[config.mk]
export PLATFORM = sky130hd
export DESIGN_NAME = blk66_xgmii_decoder
export DESIGN_NICKNAME = d
export VERILOG_FILES = /design/src/rtl/blkdec_pkg.sv /design/src/rtl/blkdec_ctrl.sv /design/src/rtl/blkdec_lanes.sv /design/src/rtl/blk66_xgmii_decoder.sv
export SDC_FILE = /design/constraint.sdc
export NUM_CORES = 1
export LEC_CHECK = 0
export ABC_CLOCK_PERIOD_IN_PS = 3300
export CAP_MARGIN = 20
export CORE_MARGIN = 10
export CORE_UTILIZATION = 45
export CTS_CLUSTER_DIAMETER = 50
export CTS_CLUSTER_SIZE = 20
export DETAILED_ROUTE_END_ITERATION = 8
export PLACE_DENSITY_LB_ADDON = 0.15
export SETUP_SLACK_MARGIN = 0.15
export SLEW_MARGIN = 30
export SYNTH_ARGS = -nofsm -noshare
export SYNTH_HDL_FRONTEND = slang
export SYNTH_SLANG_ARGS = --single-unit
export TNS_END_PERCENT = 5
[constraint.sdc]
create_clock -name clk -period 3.3 [get_ports clk]
set_input_delay 0.99 -clock clk [delete_from_list [all_inputs] [get_ports clk]]
set_output_delay 0.99 -clock clk [all_outputs]
set_load 0.05 [all_outputs]
[src/rtl/blkdec_pkg.sv]
package blkdec_pkg;

  localparam int LANES    = 8;
  localparam int BYTE_W   = 8;
  localparam int CODE_W   = 7;
  localparam int NIB_W    = 4;
  localparam int HDR_W    = 2;
  localparam int PAY_W    = LANES * BYTE_W;
  localparam int CODE_LSB = BYTE_W;
  localparam int LO_NIB   = 4 * BYTE_W;
  localparam int HI_NIB   = LO_NIB + NIB_W;
  localparam int HALF     = LANES / 2;

  localparam logic [HDR_W-1:0] SYNC_DATA = 2'b01;
  localparam logic [HDR_W-1:0] SYNC_CTRL = 2'b10;

  localparam logic [7:0] BT_ALLCTL  = 8'h1E;
  localparam logic [7:0] BT_OSHI    = 8'h2D;
  localparam logic [7:0] BT_STARTHI = 8'h33;
  localparam logic [7:0] BT_OSLO_ST = 8'h66;
  localparam logic [7:0] BT_OSBOTH  = 8'h55;
  localparam logic [7:0] BT_STARTLO = 8'h78;
  localparam logic [7:0] BT_OSLO    = 8'h4B;

  localparam logic [7:0] CH_IDLE  = 8'h07;
  localparam logic [7:0] CH_START = 8'hFB;
  localparam logic [7:0] CH_TERM  = 8'hFD;
  localparam logic [7:0] CH_ERROR = 8'hFE;
  localparam logic [7:0] CH_SEQ   = 8'h9C;
  localparam logic [7:0] CH_SIG   = 8'h5C;

  typedef struct packed {
    logic       dataBlk;
    logic       allCtrl;
    logic       start0;
    logic       start4;
    logic       os4;
    logic       osStart;
    logic       os04;
    logic       os0;
    logic       termEn;
    logic [2:0] termLane;
    logic       badHdr;
    logic       badType;
  } blkCmd_t;

  function automatic logic [7:0] codeToChar(input logic [CODE_W-1:0] code);
    logic [7:0] ch;
    case (code)
      7'h00:   ch = CH_IDLE;
      7'h06:   ch = 8'h06;
      7'h1E:   ch = CH_ERROR;
      7'h2D:   ch = 8'h1C;
      7'h33:   ch = 8'h3C;
      7'h4B:   ch = 8'h7C;
      7'h55:   ch = 8'hBC;
      7'h66:   ch = 8'hDC;
      7'h78:   ch = 8'hF7;
      default: ch = CH_ERROR;
    endcase
    return ch;
  endfunction

  function automatic logic [7:0] nibToOs(input logic [NIB_W-1:0] nib);
    logic [7:0] ch;
    case (nib)
      4'h0:    ch = CH_SEQ;
      4'hF:    ch = CH_SIG;
      default: ch = CH_ERROR;
    endcase
    return ch;
  endfunction

endpackage

[src/rtl/blkdec_ctrl.sv]
module blkdec_ctrl
  import blkdec_pkg::*;
(
  input  logic             clk,
  input  logic             rstN,
  input  logic             enable,
  input  logic [HDR_W-1:0] blkHdr,
  input  logic [7:0]       blkType,
  output blkCmd_t          cmd,
  output logic             hdrErr,
  output logic             typeErr
);

  always_comb begin
    cmd = '0;
    if (blkHdr == SYNC_DATA) begin
      cmd.dataBlk = 1'b1;
    end else if (blkHdr == SYNC_CTRL) begin
      case (blkType)
        BT_ALLCTL:  cmd.allCtrl = 1'b1;
        BT_STARTLO: cmd.start0  = 1'b1;
        BT_STARTHI: cmd.start4  = 1'b1;
        BT_OSHI:    cmd.os4     = 1'b1;
        BT_OSLO_ST: cmd.osStart = 1'b1;
        BT_OSBOTH:  cmd.os04    = 1'b1;
        BT_OSLO:    cmd.os0     = 1'b1;
        8'h87: begin cmd.termEn = 1'b1; cmd.termLane = 3'd0; end
        8'h99: begin cmd.termEn = 1'b1; cmd.termLane = 3'd1; end
        8'hAA: begin cmd.termEn = 1'b1; cmd.termLane = 3'd2; end
        8'hB4: begin cmd.termEn = 1'b1; cmd.termLane = 3'd3; end
        8'hCC: begin cmd.termEn = 1'b1; cmd.termLane = 3'd4; end
        8'hD2: begin cmd.termEn = 1'b1; cmd.termLane = 3'd5; end
        8'hE1: begin cmd.termEn = 1'b1; cmd.termLane = 3'd6; end
        8'hFF: begin cmd.termEn = 1'b1; cmd.termLane = 3'd7; end
        default: cmd.badType = 1'b1;
      endcase
    end else begin
      cmd.badHdr = 1'b1;
    end
  end

  always_ff @(posedge clk or negedge rstN) begin
    if (!rstN) begin
      hdrErr  <= 1'b0;
      typeErr <= 1'b0;
    end else begin
      hdrErr  <= enable & cmd.badHdr;
      typeErr <= enable & cmd.badType;
    end
  end

  // the two fault strobes never fire together
  a_r8_strobes_exclusive: assert property (@(posedge clk) disable iff (!rstN)
    !(hdrErr && typeErr));

  // a disabled edge clears both strobes
  a_r10_strobes_idle: assert property (@(posedge clk) disable iff (!rstN)
    !enable |=> (!hdrErr && !typeErr));

  // an invalid header presented with enable raises the header strobe next cycle
  a_r8_hdr_strobe: assert property (@(posedge clk) disable iff (!rstN)
    (enable && (blkHdr == 2'b00 || blkHdr == 2'b11)) |=> (hdrErr && !typeErr));

endmodule

[src/rtl/blkdec_lanes.sv]
module blkdec_lanes
  import blkdec_pkg::*;
(
  input  logic             clk,
  input  logic             rstN,
  input  logic             enable,
  input  logic [PAY_W-1:0] payload,
  input  blkCmd_t          cmd,
  output logic [PAY_W-1:0] xgData,
  output logic [LANES-1:0] xgCtrl
);

  logic [PAY_W-1:0] nextData;
  logic [LANES-1:0] nextCtrl;
  logic             lane0Os;
  logic             framed;
  logic [7:0]       loOs;
  logic [7:0]       hiOs;

  assign lane0Os = cmd.osStart | cmd.os04 | cmd.os0;
  assign framed  = cmd.start0 | cmd.start4 | cmd.os4 | lane0Os;
  assign loOs    = nibToOs(payload[LO_NIB +: NIB_W]);
  assign hiOs    = nibToOs(payload[HI_NIB +: NIB_W]);

  for (genvar gi = 0; gi < LANES; gi++) begin : g_lane
    localparam int         NI = (gi < LANES - 1) ? gi + 1 : gi;
    localparam logic [2:0] LI = 3'(gi);

    logic [7:0] sameB;
    logic [7:0] nextB;
    logic [7:0] codeC;
    logic [7:0] laneB;
    logic       laneC;

    assign sameB = payload[BYTE_W*gi +: BYTE_W];
    assign nextB = payload[BYTE_W*NI +: BYTE_W];
    assign codeC = codeToChar(payload[CODE_LSB + CODE_W*gi +: CODE_W]);

    always_comb begin
      laneB = CH_ERROR;
      laneC = 1'b1;
      if (cmd.dataBlk) begin
        laneB = sameB;
        laneC = 1'b0;
      end else if (cmd.allCtrl) begin
        laneB = codeC;
      end else if (cmd.termEn) begin
        if (LI < cmd.termLane) begin
          laneB = nextB;
          laneC = 1'b0;
        end else if (LI == cmd.termLane) begin
          laneB = CH_TERM;
        end else begin
          laneB = codeC;
        end
      end else if (framed) begin
        if (gi == 0) begin
          if (cmd.start0)    laneB = CH_START;
          else if (lane0Os)  laneB = loOs;
          else               laneB = codeC;
        end else if (gi < HALF) begin
          if (cmd.start0 | lane0Os) begin
            laneB = sameB;
            laneC = 1'b0;
          end else begin
            laneB = codeC;
          end
        end else if (gi == HALF) begin
          if (cmd.start0) begin
            laneB = sameB;
            laneC = 1'b0;
          end else if (cmd.start4 | cmd.osStart) begin
            laneB = CH_START;
          end else if (cmd.os4 | cmd.os04) begin
            laneB = hiOs;
          end else begin
            laneB = codeC;
          end
        end else begin
          if (cmd.os0) begin
            laneB = codeC;
          end else begin
            laneB = sameB;
            laneC = 1'b0;
          end
        end
      end
    end

    assign nextData[BYTE_W*gi +: BYTE_W] = laneB;
    assign nextCtrl[gi]                  = laneC;
  end

  always_ff @(posedge clk or negedge rstN) begin
    if (!rstN) begin
      xgData <= {LANES{CH_IDLE}};
      xgCtrl <= '1;
    end else if (enable) begin
      xgData <= nextData;
      xgCtrl <= nextCtrl;
    end
  end

  // an enabled data block arrives unchanged with all flags clear
  a_r2_data_passthru: assert property (@(posedge clk) disable iff (!rstN)
    (enable && cmd.dataBlk) |=> (xgCtrl == '0 && xgData == $past(payload)));

  // a disabled edge leaves the lanes untouched
  a_r10_hold: assert property (@(posedge clk) disable iff (!rstN)
    !enable |=> ($stable(xgData) && $stable(xgCtrl)));

endmodule

[src/rtl/blk66_xgmii_decoder.sv]
module blk66_xgmii_decoder
  import blkdec_pkg::*;
(
  input  logic        clk,
  input  logic        rstN,
  input  logic        blkValid,
  input  logic [1:0]  blkHdr,
  input  logic [63:0] blkPayload,
  output logic [63:0] xgData,
  output logic [7:0]  xgCtrl,
  output logic        hdrErr,
  output logic        typeErr
);

  blkCmd_t cmd;

  blkdec_ctrl u_ctrl (
    .clk     (clk),
    .rstN    (rstN),
    .enable  (blkValid),
    .blkHdr  (blkHdr),
    .blkType (blkPayload[7:0]),
    .cmd     (cmd),
    .hdrErr  (hdrErr),
    .typeErr (typeErr)
  );

  blkdec_lanes u_lanes (
    .clk     (clk),
    .rstN    (rstN),
    .enable  (blkValid),
    .payload (blkPayload),
    .cmd     (cmd),
    .xgData  (xgData),
    .xgCtrl  (xgCtrl)
  );

  // the header strobe coincides with a full error word from the lane path
  a_r8_hdr_err_word: assert property (@(posedge clk) disable iff (!rstN)
    hdrErr |-> (xgCtrl == '1 && xgData == {LANES{CH_ERROR}}));

  // the type strobe coincides with a full error word from the lane path
  a_r9_type_err_word: assert property (@(posedge clk) disable iff (!rstN)
    typeErr |-> (xgCtrl == '1 && xgData == {LANES{CH_ERROR}}));

endmodule

After elaboration in Yosys (flattened, before gate mapping)
Cells that the tools add are included.
W data, S select, Z words.
{"block": "op_classes", "magnitude_cmp": 8, "eq_ne": 82, "muxes": 121, "n_bitwise": 10, "reduce_logical": 12}
{"op": "$pmux W8 S8", "n": 8}
{"op": "$mux W8", "n": 59}
{"op": "$eq A7 B7 Y1 const B", "n": 32}
{"op": "$eq A7 B6 Y1 const B", "n": 16}
{"op": "$eq A8 B8 Y1 const B", "n": 8}
{"op": "$eq A7 B3 Y1 const B", "n": 8}
{"op": "$logic_not A7 Y1", "n": 8}
{"op": "$mux W1", "n": 49}
{"op": "$eq A8 B7 Y1 const B", "n": 4}
{"op": "$pmux W4 S8", "n": 1}
{"op": "$pmux W8 S2", "n": 2}
{"op": "$eq A8 B6 Y1 const B", "n": 2}
{"op": "$reduce_or A15 Y1", "n": 1}
{"op": "$mux W13", "n": 1}
{"op": "$eq A3 B3 Y1 const A", "n": 4}
{"op": "$lt A3 B3 Y1 const A", "n": 4}
{"op": "$mux W11", "n": 1}
{"op": "$eq A4 B4 Y1 const B", "n": 2}
{"op": "$eq A8 B5 Y1 const B", "n": 1}
{"op": "$logic_not A4 Y1", "n": 2}
{"op": "$or A1 B1 Y1", "n": 8}
{"op": "$eq A2 B3 Y1 const A", "n": 2}
{"op": "$lt A1 B3 Y1 const A", "n": 2}
{"op": "$lt A2 B3 Y1 const A", "n": 2}
{"op": "other kinds (5)", "n": 6}
{"block": "totals", "regBits": 74, "out_inout_bits": 74, "wordCells": 237}

Longest topological paths before layout
Gate-level depths: netlist of the first run.
{"block": "depth", "depth_word": 13, "mapped_depth": 11, "depth_no_buf": 9}

Modules after synthesis
A second synthesis of the first run with hierarchy kept.
{"block": "hier_totals", "hier_cells": 1085, "hier_area_um2": 7742.4}
{"mod": "blkdec_lanes", "instances": 1, "cells_each": 1004, "area_per_inst_um2": 7158.1}
{"mod": "blkdec_ctrl", "instances": 1, "cells_each": 81, "area_per_inst_um2": 584.3}

Worst setup path before layout of the first run
Ideal clock, no wire load.
{"block": "synth_path", "path_type": "input-to-reg", "start": "input port blkHdr[1]", "end": "register u_lanes.xgData[43]", "arrival_ps": 2906, "t_required_ps": 3231, "setup_slack_ps": 325, "stages": 10, "cell_sequence": "inv_1 > ha_1 > clkbuf_1 > nand2b_1 > buf_1 > a21oi_2 > nor2_2 > a22oi_1 > a311o_1 > nand3_1"}
{"block": "synth_between", "elab_chain_len": 10, "word_cells_on_any_way": 19, "cone_classes": "1 x order compare; 3 x eq/ne; 10 x mux; 5 x bitwise"}
{"element": "start, declared", "line_no": "blk66_xgmii_decoder.sv:7", "source": "input logic [1:0] blkHdr,"}
{"element": "$eq A2 B2 Y1", "line_no": "blkdec_ctrl.sv:18", "source": "end else if (blkHdr == SYNC_CTRL) begin"}
{"element": "$mux W11", "line_no": "blkdec_ctrl.sv:18"}
{"element": "$mux W13", "line_no": "blkdec_ctrl.sv:16", "source": "if (blkHdr == SYNC_DATA) begin"}
{"element": "$or A1 B1 Y1 (on tied branches) (2 in a row)", "line_no": "blkdec_lanes.sv:21, blkdec_lanes.sv:20"}
{"element": "$or A1 B1 Y1", "line_no": "blkdec_lanes.sv:21", "source": "assign framed = cmd.start0 | cmd.start4 | cmd.os4 | lane0Os;"}
{"element": "$mux W8", "line_no": "blkdec_lanes.sv:56", "source": "end else if (framed) begin"}
{"element": "$mux W8", "line_no": "blkdec_lanes.sv:47", "source": "end else if (cmd.termEn) begin"}
{"element": "$mux W8", "line_no": "blkdec_lanes.sv:45", "source": "end else if (cmd.allCtrl) begin"}
{"element": "$mux W8 (*)", "line_no": "blkdec_lanes.sv:42", "source": "if (cmd.dataBlk) begin"}
{"element": "end signal, assigned", "line_no": "blkdec_lanes.sv:96", "source": "xgData <= {LANES{CH_IDLE}};"}
{"element": "end signal, assigned", "line_no": "blkdec_lanes.sv:99", "source": "xgData <= nextData;"}
{"element": "end, declared", "line_no": "blkdec_lanes.sv:9", "source": "output logic [PAY_W-1:0] xgData,"}
Every way passes the cells marked *; elsewhere a longest branch is shown, timed or not.
A chain may end at the register's enable or synchronous reset.

Final worst setup path of the first run
{"block": "layout_path", "start": "input port blkPayload[5]", "end": "register u_lanes.xgData[12]"}
{"block": "layout_between", "elab_chain_len": 12, "word_cells_on_any_way": 40, "cone_classes": "1 x order compare; 16 x eq/ne; 17 x mux; 6 x bitwise"}
{"element": "start, declared", "line_no": "blk66_xgmii_decoder.sv:8", "source": "input logic [63:0] blkPayload,"}
{"element": "branches (longest 2 deep; another with $eq A8 B8 Y1)"}
{"element": "$mux W11 (*)", "line_no": "blkdec_ctrl.sv:18"}
{"element": "$mux W13 (*)", "line_no": "blkdec_ctrl.sv:16"}
{"element": "$or A1 B1 Y1 (2 in a row)", "line_no": "blkdec_lanes.sv:20", "source": "assign lane0Os = cmd.osStart | cmd.os04 | cmd.os0;"}
{"element": "$or A1 B1 Y1"}
{"element": "$mux W8", "line_no": "blkdec_lanes.sv:62", "source": "if (cmd.start0 | lane0Os) begin"}
{"element": "$mux W8", "line_no": "blkdec_lanes.sv:56"}
{"element": "$mux W8", "line_no": "blkdec_lanes.sv:47"}
{"element": "$mux W8 (*)", "line_no": "blkdec_lanes.sv:45"}
{"element": "$mux W8 (*)", "line_no": "blkdec_lanes.sv:42"}
Every way passes the cells marked *.

==> results of run 1 <==
==> cell usage after synthesis, drive strengths merged (11+ instances only) <==
master,count,area share [%]
nand2,78,4.2
clkbuf,74,3.9
o21a,12,1.3
nor2b,12,1.1
o21ai,87,6.3
nor2,71,3.8
nor4bb,26,3.7
o221ai,15,1.9
inv,24,1.3
buf,15,1.2
nand2b,11,0.98
dfrtp,42,15
o211ai,22,2.3
or3,15,1.3
nand4,12,1.1
nor4,12,1.2
nor3,23,1.9
nand3,16,1.2
a31oi,28,2.7
and3,17,1.6
dfstp,32,12
nand3b,12,1.3
a21oi,77,5.6
==> power groups by stage <==
stage | logic (mW) | registers, mW | clock network (mW)
6_report | 1.12 | 1.05 | 1.02
3_5_place_dp | 1.09 | 1.06 | 0
2_1_floorplan | 0.332 | 1.32 | 0
4_1_cts | 1.10 | 1.05 | 1.02
5_1_grt | 1.18 | 1.06 | 1.06
3_3_place_gp | 1.08 | 1.06 | 0
==> worst max-delay path: cells and delay by family <==
| kind | cells | cell delay (ns) |
|---|---|---|
| AO/OA/AOI/OAI | 4 | 0.79 |
| buffers and inverters | 5 | 0.86 |
| AND/OR/NAND/NOR | 3 | 0.69 |
==> final cells by class <==
cell class | instances | area [um^2] | share of cell area, %
diodes | 1 | 2.50 | 0.0233
clock buffers | 14 | 264 | 2.45
clock inverters | 2 | 35.0 | 0.326
inverters | 24 | 90.1 | 0.838
multi-input cells | 730 | 4910 | 45.7
flip-flops and latches | 74 | 1890 | 17.6
well taps | 211 | 264 | 2.45
repair buffers | 379 | 3300 | 30.7
==> metrics by stage <==
| step | hold WS [ns] | area [um^2] | worst slack, ns |
|---|---|---|---|
| 2_1_floorplan | 0.576 | 7050 | 0.325 |
| 3_3_place_gp | 0.458 | 10100 | -0.415 |
| 3_5_place_dp | 0.469 | 10100 | -0.412 |
| 4_1_cts | 0.478 | 10600 | 0.0715 |
| 5_1_grt | 0.480 | 10800 | 0.102 |
| 6_report | 0.473 | 10800 | 0.171 |
==> worst paths after layout <==
check | slack [ns] | end
setup / recovery | 0.17 | u_lanes.xgData[12]$_DFFE_PN0P_
hold / removal | 0.47 | u_lanes.xgData[34]$_DFFE_PN1P_
setup reg to reg | 2.05 | u_lanes.xgData[38]$_DFFE_PN0P_
hold reg to reg | 0.47 | u_lanes.xgData[34]$_DFFE_PN1P_
max in group asynchronous | 2.27 | u_lanes.xgCtrl[7]$_DFFE_PN1P_
min in group asynchronous | 0.66 | u_lanes.xgData[39]$_DFFE_PN0P_
==> flip-flops by register name (all words and copies together) (netlist names) <==
register,cells
u_ctrl.hdrErr,1
u_ctrl.typeErr,1
u_lanes.xgCtrl,8
u_lanes.xgData,64
==> cell families after synthesis <==
family / count (synthesis) / synth area share (%)
multiplexers: 1 / 0.160
AND/OR/NAND/NOR: 364 / 31.0
adder cells (fa/ha/maj): 2 / 0.355
flip-flops: 74 / 26.8
XOR/XNOR: 6 / 0.745
buffers and inverters: 113 / 6.42
AO/OA/AOI/OAI: 357 / 34.5
==> routing by layer <==
metal	GRT usage [%]	up-vias	routed length, um
met1	38.3	4360	13100
met5	0	-	0
met4	8.04	0	746
li1	-	4168	-
met2	41.2	587	13600
met3	5.53	65	3070
==> repair_timing <==
| item | CTS | global route |
|---|---|---|
| gates cloned | 1 | 1 |
| setup buffers | 3 | 5 |
| pin swaps | 2 | 10 |
| resized for setup | 25 | 31 |
| endpoints found under the setup margin | 54 | 69 |
==> run summary, run 1 <==
The final hold violation count came to 0. The placeable core region came out at about 15000 um^2. Pin placement for this block handled about 140 I/O pins. The layout overhead on the synthesized area came out at 52.4%. The normalized max-slew margin is 45.6%. The leading cell type in the layout, fill and taps excluded is sky130_fd_sc_hd__buf_4.

The required time of the critical path is around 3.5 ns. The number of storage elements in the synthesis netlist is 74. The sequential fraction of the synthesis area came out at 26.8%. On the critical path, the stage with the largest delay is an instance of sky130_fd_sc_hd__a311o_2.

The first global-routing pass estimated 48200 um of wire. For the worst flop-to-flop path, the logic depth is 4. The number of global-route vias before repair came to about 8500. The number of standard cells after synthesis is 917. The kind of start point of the critical path is a primary input. The placed wire-length estimate came out at 22700 um. The worst setup path is captured at a flop. The wire length after detailed routing is 30500 um. The category of the most critical setup path is in2reg. The total grt overflow is 0. The share of total power in combinational logic is 35.0%. The part of the power in the clock network is 32.0%. Including well taps, the total number of placed cells is 1408. The startpoint of the tightest hold check path is u_lanes.xgData[34]$_DFFE_PN1P_. The number of failing setup endpoints in the final timing report is 0. The net switching power came out at 1.12 mW. The critical path starts at blkPayload[5].

The total global-route track usage is about 27%. The cell repeated most along the worst path is sky130_fd_sc_hd__buf_4. The top cell types in the final layout, fill and taps aside, are sky130_fd_sc_hd__buf_4 (226), sky130_fd_sc_hd__clkdlybuf4s50_1 (132), sky130_fd_sc_hd__nand2_1 (77). The routed layout has 9180 vias. For this block, the initial DRC count from the detailed router was 1333.

The congestion estimate from routability-driven global placement came to ~0.96. The signal on the critical path passes through dlygate4sd2_1 -> buf_6 -> and4bb_2 -> and4_2 -> a311o_2 -> buf_4 -> buf_12 -> nor2_4 -> o21ai_0 -> buf_4 -> a32oi_2 -> a31oi_1. The routed length per placed instance is 21.3 um. The critical-path maximum fanout is 11. The clock sink total came out at 74.

The max-capacitance violation count came out at 0. The die extent in x came out at 145 um. The total power per unit cell area is around 300 nW/um^2.

In this run the clock root is driven by a sky130_fd_sc_hd__clkbuf_16. The number of nets produced by synthesis is 988. The worst min-delay path class is reg2reg. The standard-cell row count is 45. The length of the first detailed-routing pass in iterations is 6. The final layout contains 1289 nets. The switching fraction of total power is 35.1%. The clock transition time at the flip-flop clock pins of the worst setup and hold paths came out at 0.06 ns. In this run, post-CTS hold repair placed 0 buffers. The synthesized netlist contains 86 unique library cells. Yosys printed 0 warnings. The synthesized area came out at 7050 um^2.

The number of synthesized flops with an enable pin came out at 0. The share of cells above drive strength 1 came out at 28.7%. The startpoint of the worst-slack reg-to-reg timing path is u_lanes.xgData[38]$_DFFE_PN0P_. The number of antenna violations at the first check in global routing came out at 1. At the end of the flow the core is filled with cells to a little over two thirds. The worst clock skew is 0 ns. In this run the vertical extent of the chip is 145 um. Entering global routing, the biggest net connects 75 pins. The delay of the slowest cell on the worst path is 0.36 ns. The number of filler cells placed in the layout came out at approximately 1300. Setup repair after global routing could not meet its margin everywhere. The level count of the clock H-tree came out at 3.

In the final timing run, aggregate negative setup slack is 0 ns. TritonCTS built the clock tree. The worst voltage drop across the vdd grid came out at around 340 uV. The flow ran to the end, and the final reports show no timing, DRC or antenna violations. The async set-reset flop share out of synthesis came out at 100%.

The clock passes through at most 2 buffers. The most used flip-flop cell after synthesis is sky130_fd_sc_hd__dfrtp_1. The count of non-filler cells in the finished layout came out at 1435. The number of cells on the worst hold path is 2. The final critical-path share of the clock period came out at 94.8%. The leakage component of the power is 4.36 nW. Timing would allow up to 0.320 GHz. The number of buffers created by CTS came out at 9. The worst-skew pair later-pin latency is roughly 0.35 ns. The DRC violation count after routing came out at 0.

The area of the die is 21100 um^2. The max-slew violation count is 0. The transition time at the pin with the least slew margin is 0.795 ns. The count of port buffers added during placement came out at 142.

The remaining number of nets flagged by the antenna check after routing is 0. Total power for the finished layout comes to 3.19 mW. The routed design could run at a clock period as short as 3.13 ns.

The part of the power in registers came out at around 33%. Dividing the detail-routed via count by the number of cells gives between 6 and 7. The arrival time reported for the critical path endpoint came out at 3.34 ns.

The post-synthesis area per instance is 7.69 um^2. Internal power comes to between 2 and 2.5 mW. The initial cell density of the core is 46.2%.
No activity file was read; power rests on OpenSTA's default activity.
==> run 2, diff against run 1 <==
Settings changed: ABC_CLOCK_PERIOD_IN_PS 3300 to not set, PLACE_DENSITY_LB_ADDON 0.15 to 0.08.
==> run 2 against run 1 <==
Global-route usage shrank 0.41 points. Via count shrank 1.4%. Highest routed layer unchanged. Final area is 0.35% lower. Routed wire length is essentially flat. Largest power group is now the clock network.
==> run summary, run 2 (synthesis results as in run 1) <==
The largest registers in the layout are u_lanes.xgData: 64 flops, u_lanes.xgCtrl: 8 flops. The DRC violation count after routing came to 0 (unchanged). The final worst-path setup slack was 0.201 ns (+0.0305 ns). The slowest stage of the critical path is the sky130_fd_sc_hd__a2111oi_0 cell. The layout overhead on the synthesized area is 51.9%. The placeable core region is 15300 um^2 (unchanged). The height of the die is 145 um (unchanged). The worst setup path is launched from a primary input. STA classifies the critical path endpoint as a flop. The count of port buffers added during placement came to 142 (unchanged). The max-capacitance violation count is 0 (unchanged).

The flip-flop count of the largest register after layout came to 64 (unchanged). The register with the most flip-flops in the final layout is u_lanes.xgData. The cts-stage hold buffer count was 0 (unchanged). Setup repair after global routing could not meet its margin everywhere. The arrival time reported for the critical path endpoint came out at 3.33 ns (about the same).

The final cell utilization of the core came out at 70.2% (-0.25 points). The wire length of the first global-routing pass came out at 47200 um (-2.0%). The largest buffer count on any clock path came to 2 (unchanged). The placed wire-length estimate came out at 22800 um (+0.28%). The run finished with clean final reports. The routed wire length on met2 is 13500 um (-0.52%). The number of global-route vias before repair was 8443 (-0.99%). The routed length per placed instance came out at 21.5 um (+0.90%). The area of the die is 21100 um^2 (unchanged). The final critical-path share of the clock period came out at 93.9% (-0.92 points). The clock transition time at the flip-flop clock pins of the worst setup and hold paths came to 0.06 ns (about the same). The time the final worst path needs with I/O delays and setup is 3.10 ns (-0.0305 ns). The number of vias per cell is 6.36 (-0.51%). The standard-cell row count came out at 45 (unchanged). The library cell used most frequently in the layout, excluding fill and tap cells, is sky130_fd_sc_hd__buf_4. The worst clock skew is 0 ns (unchanged). The maximum achievable frequency is 0.323 GHz (+0.98%).

The final hold violation count was 0 (unchanged). The count of non-filler cells in the finished layout came out at 1422 (-0.91%). The critical path startpoint is blkPayload[56].

The number of failing setup endpoints in the final timing report is 0 (unchanged). The worst voltage drop across the vdd grid came to 234 uV (-31%). The clock sink total came to 74 (unchanged). The wire length after detailed routing came out at 30500 um (about the same). The last weighted congestion value of the routability-driven placer came out at 0.962 (+0.44%).

The remaining number of nets flagged by the antenna check after routing was 0 (unchanged). The routed wire length on met3 was 2980 um (-3.0%). The initial cell density of the core came out at 46.2% (unchanged). The minimum setup slack after placement is -0.385 ns (+0.0273 ns). The share of cells above drive strength 1 came out at 28.1% (-0.60 points).

The number of buffers created by CTS is 9 (unchanged). The worst-skew pair later-pin latency came out at 0.35 ns (about the same). The I/O pin count is 143 (unchanged). The final net count is 1276 (-1.0%). The transition time at the pin with the least slew margin came out at 0.829 ns (+0.0333 ns). The highest metal layer used by the detailed router is met4. The required time of the critical path came to 3.53 ns (+0.02 ns). The max-slew violation count is 0 (unchanged). The length of the first detailed-routing pass in iterations is 5 (-1). The sum of buffers and inverters on the critical path is 1 (-4). The kind of cell with the highest combined delay along the critical path is compound AO/OA/AOI/OAI gates. The count of vias placed by the detailed router is 9050 (-1.4%).

The tree is rooted in a sky130_fd_sc_hd__clkbuf_16. The delay of the slowest cell on the worst path is 0.73 ns (+0.37 ns). The number of violations reported at the end of detailed-routing iteration 0 was 1051 (-21%). The startpoint of the worst-slack reg-to-reg timing path is u_lanes.xgData[38]$_DFFE_PN0P_.

The number of antenna violations at the first check in global routing came out at 1 (unchanged). The level count of the clock H-tree came to 3 (unchanged). The total grt overflow is 0 (unchanged). The total global-route track usage is 26.9% (-0.41 points). The die extent in x came out at 145 um (unchanged). The normalized max-slew margin is 43.3% (-2.3 points). The worst min-delay path class is reg2reg. The TritonCTS clock tree is yes. The leakage component of the power came to 4.31 nW (-1.1%). The critical path goes through clkdlybuf4s50_1 -> nor4bb_1 -> o21a_1 -> a2111oi_0 -> o32ai_1 -> o311ai_0.

The number of placed instances with taps included came out at 1399 (-0.64%). The total power per unit cell area came to 306 nW/um^2 (+3.2%). In this run the most critical hold path is launched from u_lanes.xgData[34]$_DFFE_PN1P_.

The largest net degree at the start of global routing is 50 (-33%). The critical-path maximum fanout came out at 9 (-2). The sum of routed wire segments on met1 is 13300 um (+1.1%). In the layout the commonest cells are sky130_fd_sc_hd__buf_4 (214), sky130_fd_sc_hd__clkdlybuf4s50_1 (132), sky130_fd_sc_hd__nand2_1 (77). The category of the most critical setup path is in2reg.
==> run 2: changes by cell type in the layout (fill, tap and decap cells not counted), moves of 2 or more <==
cell,before,now
sky130_fd_sc_hd__buf_4,226,214
sky130_fd_sc_hd__o21ai_1,11,15
sky130_fd_sc_hd__a221oi_2,0,2
sky130_fd_sc_hd__a31oi_2,3,1
sky130_fd_sc_hd__nor2_2,4,6
sky130_fd_sc_hd__nor4bb_1,20,17
sky130_fd_sc_hd__nor4bb_4,1,3
sky130_fd_sc_hd__o21ai_2,5,2
sky130_fd_sc_hd__a221oi_1,5,3
==> run 2: final timing paths <==
kind	to	slack (ns)	depth (start not counted)
setup / recovery	u_lanes.xgData[54]$_DFFE_PN0P_	0.20	6
hold / removal	u_lanes.xgData[34]$_DFFE_PN1P_	0.47	2
setup reg to reg	u_lanes.xgData[38]$_DFFE_PN0P_	2.07	4
hold reg to reg	u_lanes.xgData[34]$_DFFE_PN1P_	0.47	2
max in group asynchronous	u_lanes.xgData[1]$_DFFE_PN1P_	1.97	2
min in group asynchronous	u_lanes.xgData[51]$_DFFE_PN0P_	0.64	1
==> run 2: power breakdown <==
| part | internal (mW) | leakage (nW) | switching (mW) |
|---|---|---|---|
| registers | 1.01 | 0.782 | 0.0455 |
| clock network | 0.706 | 0.157 | 0.410 |
| logic | 0.433 | 3.37 | 0.682 |
| total | 2.14 | 4.31 | 1.14 |
==> run 2: per-layer routing <==
layer | vias up | GRT usage [%]
li1 | 4127 | -
met1 | 4316 | 37.8
met2 | 543 | 40.5
met3 | 64 | 5.03
met4 | 0 | 8.75
met5 | - | 0
==> run 2: area by class of cell <==
class	count	area, um^2
Clock buffer	14	264
Inverter	24	90.1
Fill cell	1294	4540
Clock inverter	2	60.1
Sequential cell	74	1890
Timing Repair Buffer	366	3180
Antenna cell	1	2.50
Tap cell	211	264
Multi-Input combinational cell	730	4960
==> run 2: stage by stage <==
step	power (mW)	cell area, um^2	hold WS, ns	TNS [ns]
6_report	3.28	10700	0.474	0
5_1_grt	3.39	10700	0.481	0
4_1_cts	3.26	10500	0.476	0
3_5_place_dp	2.15	10100	0.466	-15.71
3_3_place_gp	2.14	10100	0.459	-13.48
2_1_floorplan	1.66	7050	0.576	0
==> run 2: worst register-to-register path: stages (launching register included) <==
cell	delay (ns)
sky130_fd_sc_hd__dfrtp_1	0.38
sky130_fd_sc_hd__nor2b_1	0.14
sky130_fd_sc_hd__a31oi_1	0.15
sky130_fd_sc_hd__o211ai_1	0.10
sky130_fd_sc_hd__o32a_1	0.34
==> run 2: timing repair <==
action | in CTS | in global routing
hold endpoints to repair | 0 | 0
resized for setup | 15 | 46
setup endpoints to repair | 44 | 66
setup buffers | 1 | 4
pin swaps | 1 | 13
cloned | 0 | 1
==> run 3, diff against run 2 <==
Settings changed: SETUP_SLACK_MARGIN 0.15 to not set, SLEW_MARGIN 30 to 0.
==> run 3 against run 2 <==
The run now ends with negative setup slack left. Power shrank 0.56%. First-iteration DRC count fell by 0.86%. Global-route usage is essentially flat. Clock skew unchanged. Hold slack hardly changed. Final area shrank 1.8%. Sequential power about the same. Largest power group unchanged. Highest routed layer unchanged.
==> run summary, run 3 (synthesis results as in run 1) <==
The run finished, with violations left. The checks that failed: negative setup slack. The wire length of the first global-routing pass came out at 47100 um (-0.12%). The worst setup slack for register-to-register paths was 2.07 ns (about the same).

The final worst-path setup slack is -0.00190 ns (-0.203 ns). Setup repair after global routing could not meet its margin everywhere. The internal power of the cells came out at 2.14 mW (-0.21%). Ranked by flip-flop count, first place goes to u_lanes.xgData. The length of the first detailed-routing pass in iterations is 5 (unchanged).

The die extent in x is 145 um (unchanged). The placed wire-length estimate came out at 22800 um (unchanged). The area after detailed placement is 10100 um^2 (unchanged).

The required time of the critical path came out at 3.53 ns (about the same). The DRC violation count after routing came out at 0 (unchanged). The met1 capacity usage during global routing came to 37.8% (unchanged). The net switching power was 1.12 mW (-1.2%). The placeable core region is 15300 um^2 (unchanged). The startpoint identified for the worst hold timing path is u_lanes.xgData[34]$_DFFE_PN1P_. The worst clock skew came out at 0 ns (unchanged). The standard-cell row count came out at 45 (unchanged).

The top cell types in the final layout, fill and taps aside, are sky130_fd_sc_hd__buf_4 (214), sky130_fd_sc_hd__clkdlybuf4s50_1 (138), sky130_fd_sc_hd__nand2_1 (77). The largest net degree at the start of global routing is 50 (unchanged). The critical-path maximum fanout came out at 5 (-4). The clock transition time at the flip-flop clock pins of the worst setup and hold paths came out at 0.06 ns (about the same).

The kind of start point of the critical path is a primary input. The part of the power in registers is 32.2% (+0.2 points). The worst setup path is captured at a flop. The share of cells above drive strength 1 is 26.9% (-1.2 points). The arrival time reported for the critical path endpoint came out at 3.54 ns (+0.21 ns). The worst-skew pair later-pin latency came out at 0.35 ns (about the same). The max-slew violation count came out at 0 (unchanged). The I/O pin count is 143 (unchanged). The met2 track demand over resource in global routing is 40.2% (-0.27 points). The final hold violation count is 0 (unchanged). TritonCTS built the clock tree. The total grt overflow was 0 (unchanged). The root cell of the clock tree is sky130_fd_sc_hd__clkbuf_16. The final instance area is 10500 um^2 (-1.8%). The number of failing setup endpoints in the final timing report is 2 (+2).

The height of the die is 145 um (unchanged). The total power per unit cell area is 310 nW/um^2 (+1.2%). The remaining number of nets flagged by the antenna check after routing is 0 (unchanged).

The last weighted congestion value of the routability-driven placer came to 0.962 (unchanged). The max-capacitance violation count came out at 0 (unchanged). The worst hold slack after final layout came out at 0.474 ns (-0.000460 ns). Leaving out fill and tap cells, the most frequent cell in the layout is sky130_fd_sc_hd__buf_4. The level count of the clock H-tree came out at 3 (unchanged).

The time the final worst path needs with I/O delays and setup came out at 3.30 ns (+0.203 ns). The flip-flop count of the largest register after layout came out at 64 (unchanged). The count of vias placed by the detailed router came out at 8975 (-0.83%). The worst min-delay path class is reg2reg. The path with the worst hold slack has its endpoint at u_lanes.xgData[34]$_DFFE_PN1P_. The number of buffers created by CTS was 9 (unchanged). The depth of the worst register-to-register path is 4 (unchanged). The final critical-path share of the clock period was 100% (+6.1 points).

The part of the power in the clock network was 34.0% (about the same). The total global-route track usage is 26.9% (-0.039 points). The initial cell density of the core came out at 46.2% (unchanged).

The area of the die came to 21100 um^2 (unchanged). The count of port buffers added during placement is 142 (unchanged). The startpoint of the worst-slack reg-to-reg timing path is u_lanes.xgData[38]$_DFFE_PN0P_.

The maximum achievable frequency is 0.303 GHz (-6.1%). The leakage component of the power is 4.21 nW (-2.3%). The routed length per placed instance was 21.3 um (-0.63%).

The worst voltage drop across the vdd grid came out at 226 uV (-3.4%). The transition time at the pin with the least slew margin is 0.801 ns (-0.0276 ns). In this run the critical register-to-register path is captured at u_lanes.xgData[38]$_DFFE_PN0P_. The final net count was 1271 (-0.39%). The met3 usage in global routing came out at 5.06% (+0.031 points). The largest buffer count on any clock path is 2 (unchanged). The largest registers in the layout are u_lanes.xgData: 64 flops, u_lanes.xgCtrl: 8 flops. Relative to the synthesized area, the layout overhead comes to 49.2%. The number of vias per cell came out at 6.33 (-0.48%).

The minimum setup slack after placement came out at -0.385 ns (unchanged). The normalized max-slew margin came out at 45.2% (+1.9 points). The number of cells on the worst hold path came out at 2 (unchanged). In this run the most used layer during global routing was met2. The number of violations reported at the end of detailed-routing iteration 0 came to 1042 (-0.86%). The number of global-route vias before repair is 8432 (-0.13%).

The setup path with the least slack is of type in2reg. The share of total power in combinational logic came to 33.8% (-0.2 points). The wire length after detailed routing came out at 30200 um (-0.98%). The number of antenna violations at the first check in global routing is 1 (unchanged).

The switching fraction of total power came to 34.4% (-0.23 points). The clock sink total came out at 74 (unchanged).
run 3: cell types whose count changed in the layout (fill, tap and decap cells not counted), moves of 2 or more:
| cell | previous run | this run |
|---|---|---|
| sky130_fd_sc_hd__a21oi_1 | 71 | 75 |
| sky130_fd_sc_hd__a21oi_2 | 6 | 1 |
| sky130_fd_sc_hd__buf_6 | 5 | 1 |
| sky130_fd_sc_hd__clkdlybuf4s50_1 | 132 | 138 |
| sky130_fd_sc_hd__dlygate4sd2_1 | 3 | 0 |
| sky130_fd_sc_hd__dlymetal6s2s_1 | 5 | 2 |
| sky130_fd_sc_hd__nor4bb_1 | 17 | 22 |
| sky130_fd_sc_hd__nor4bb_2 | 6 | 4 |
| sky130_fd_sc_hd__nor4bb_4 | 3 | 0 |
| sky130_fd_sc_hd__o21ai_0 | 68 | 72 |
| sky130_fd_sc_hd__o21ai_1 | 15 | 11 |
run 3: layout make-up:
class	count	area, um^2
diodes	1	2.50
clock buffers	14	264
clock inverters	2	60.1
fillers	1344	4730
inverters	24	90.1
multi-input cells	730	4820
flip-flops and latches	74	1890
well taps	211	264
repair buffers	361	3130
run 3: timing repair:
action | 4_1_cts | 5_1_grt
buffers inserted | 1 | 0
hold buffers | 0 | 0
resized for setup | 3 | 23
pin swaps | 1 | 2
endpoints found under the setup margin | 2 | 51
endpoints found under the hold margin | 0 | 0
run 3: per-layer routing:
| metal | vias to the layer above | wire (um) |
|---|---|---|
| met4 | 0 | 710 |
| met2 | 521 | 13400 |
| met3 | 53 | 2760 |
| met1 | 4285 | 13300 |
| met5 | - | 0 |
| li1 | 4116 | - |
run 3: critical path: stages:
cell and delay (ns):
sky130_fd_sc_hd__clkdlybuf4s50_1 0.54, sky130_fd_sc_hd__nor4bb_2 0.25, sky130_fd_sc_hd__buf_4 0.17, sky130_fd_sc_hd__or4b_2 0.64, sky130_fd_sc_hd__buf_4 0.19, sky130_fd_sc_hd__a31oi_2 0.22
sky130_fd_sc_hd__buf_4 0.19, sky130_fd_sc_hd__a311oi_1 0.07, sky130_fd_sc_hd__a211o_1 0.27
run 3: through the flow:
step	utilization, %	std cells	total power, mW	setup TNS [ns]
after global routing	69.0	1417	3.38	-1.09
after floorplan	-	917	1.66	0
after global placement	66.0	1399	2.14	-13.48
after CTS	68.3	1416	3.26	0
final	69.0	1417	3.26	-0.00215
after detailed placement	66.0	1399	2.15	-15.71
run 3: how the worst max path moves through the flow:
stage | start | endpoint | slack, ns
after global routing | blkPayload[5] | u_lanes.xgData[53]$_DFFE_PN0P_ | -0.11
after detailed placement | blkPayload[2] | u_lanes.xgData[63]$_DFFE_PN0P_ | -0.38
after global placement | blkPayload[5] | u_lanes.xgData[0]$_DFFE_PN1P_ | -0.33
final | blkPayload[1] | u_lanes.xgData[61]$_DFFE_PN0P_ | -0.002
after floorplan | blkHdr[1] | u_lanes.xgData[43]$_DFFE_PN0P_ | 0.33
after CTS | blkPayload[2] | u_lanes.xgData[63]$_DFFE_PN0P_ | 0.007
run 3: power groups by stage:
stage | Sequential (mW) | Combinational [mW] | Clock (mW)
floorplan | 1.32 | 0.332 | 0
global placement | 1.06 | 1.08 | 0
detailed placement | 1.06 | 1.08 | 0
CTS | 1.05 | 1.09 | 1.12
global route | 1.06 | 1.16 | 1.15
finish | 1.05 | 1.10 | 1.11
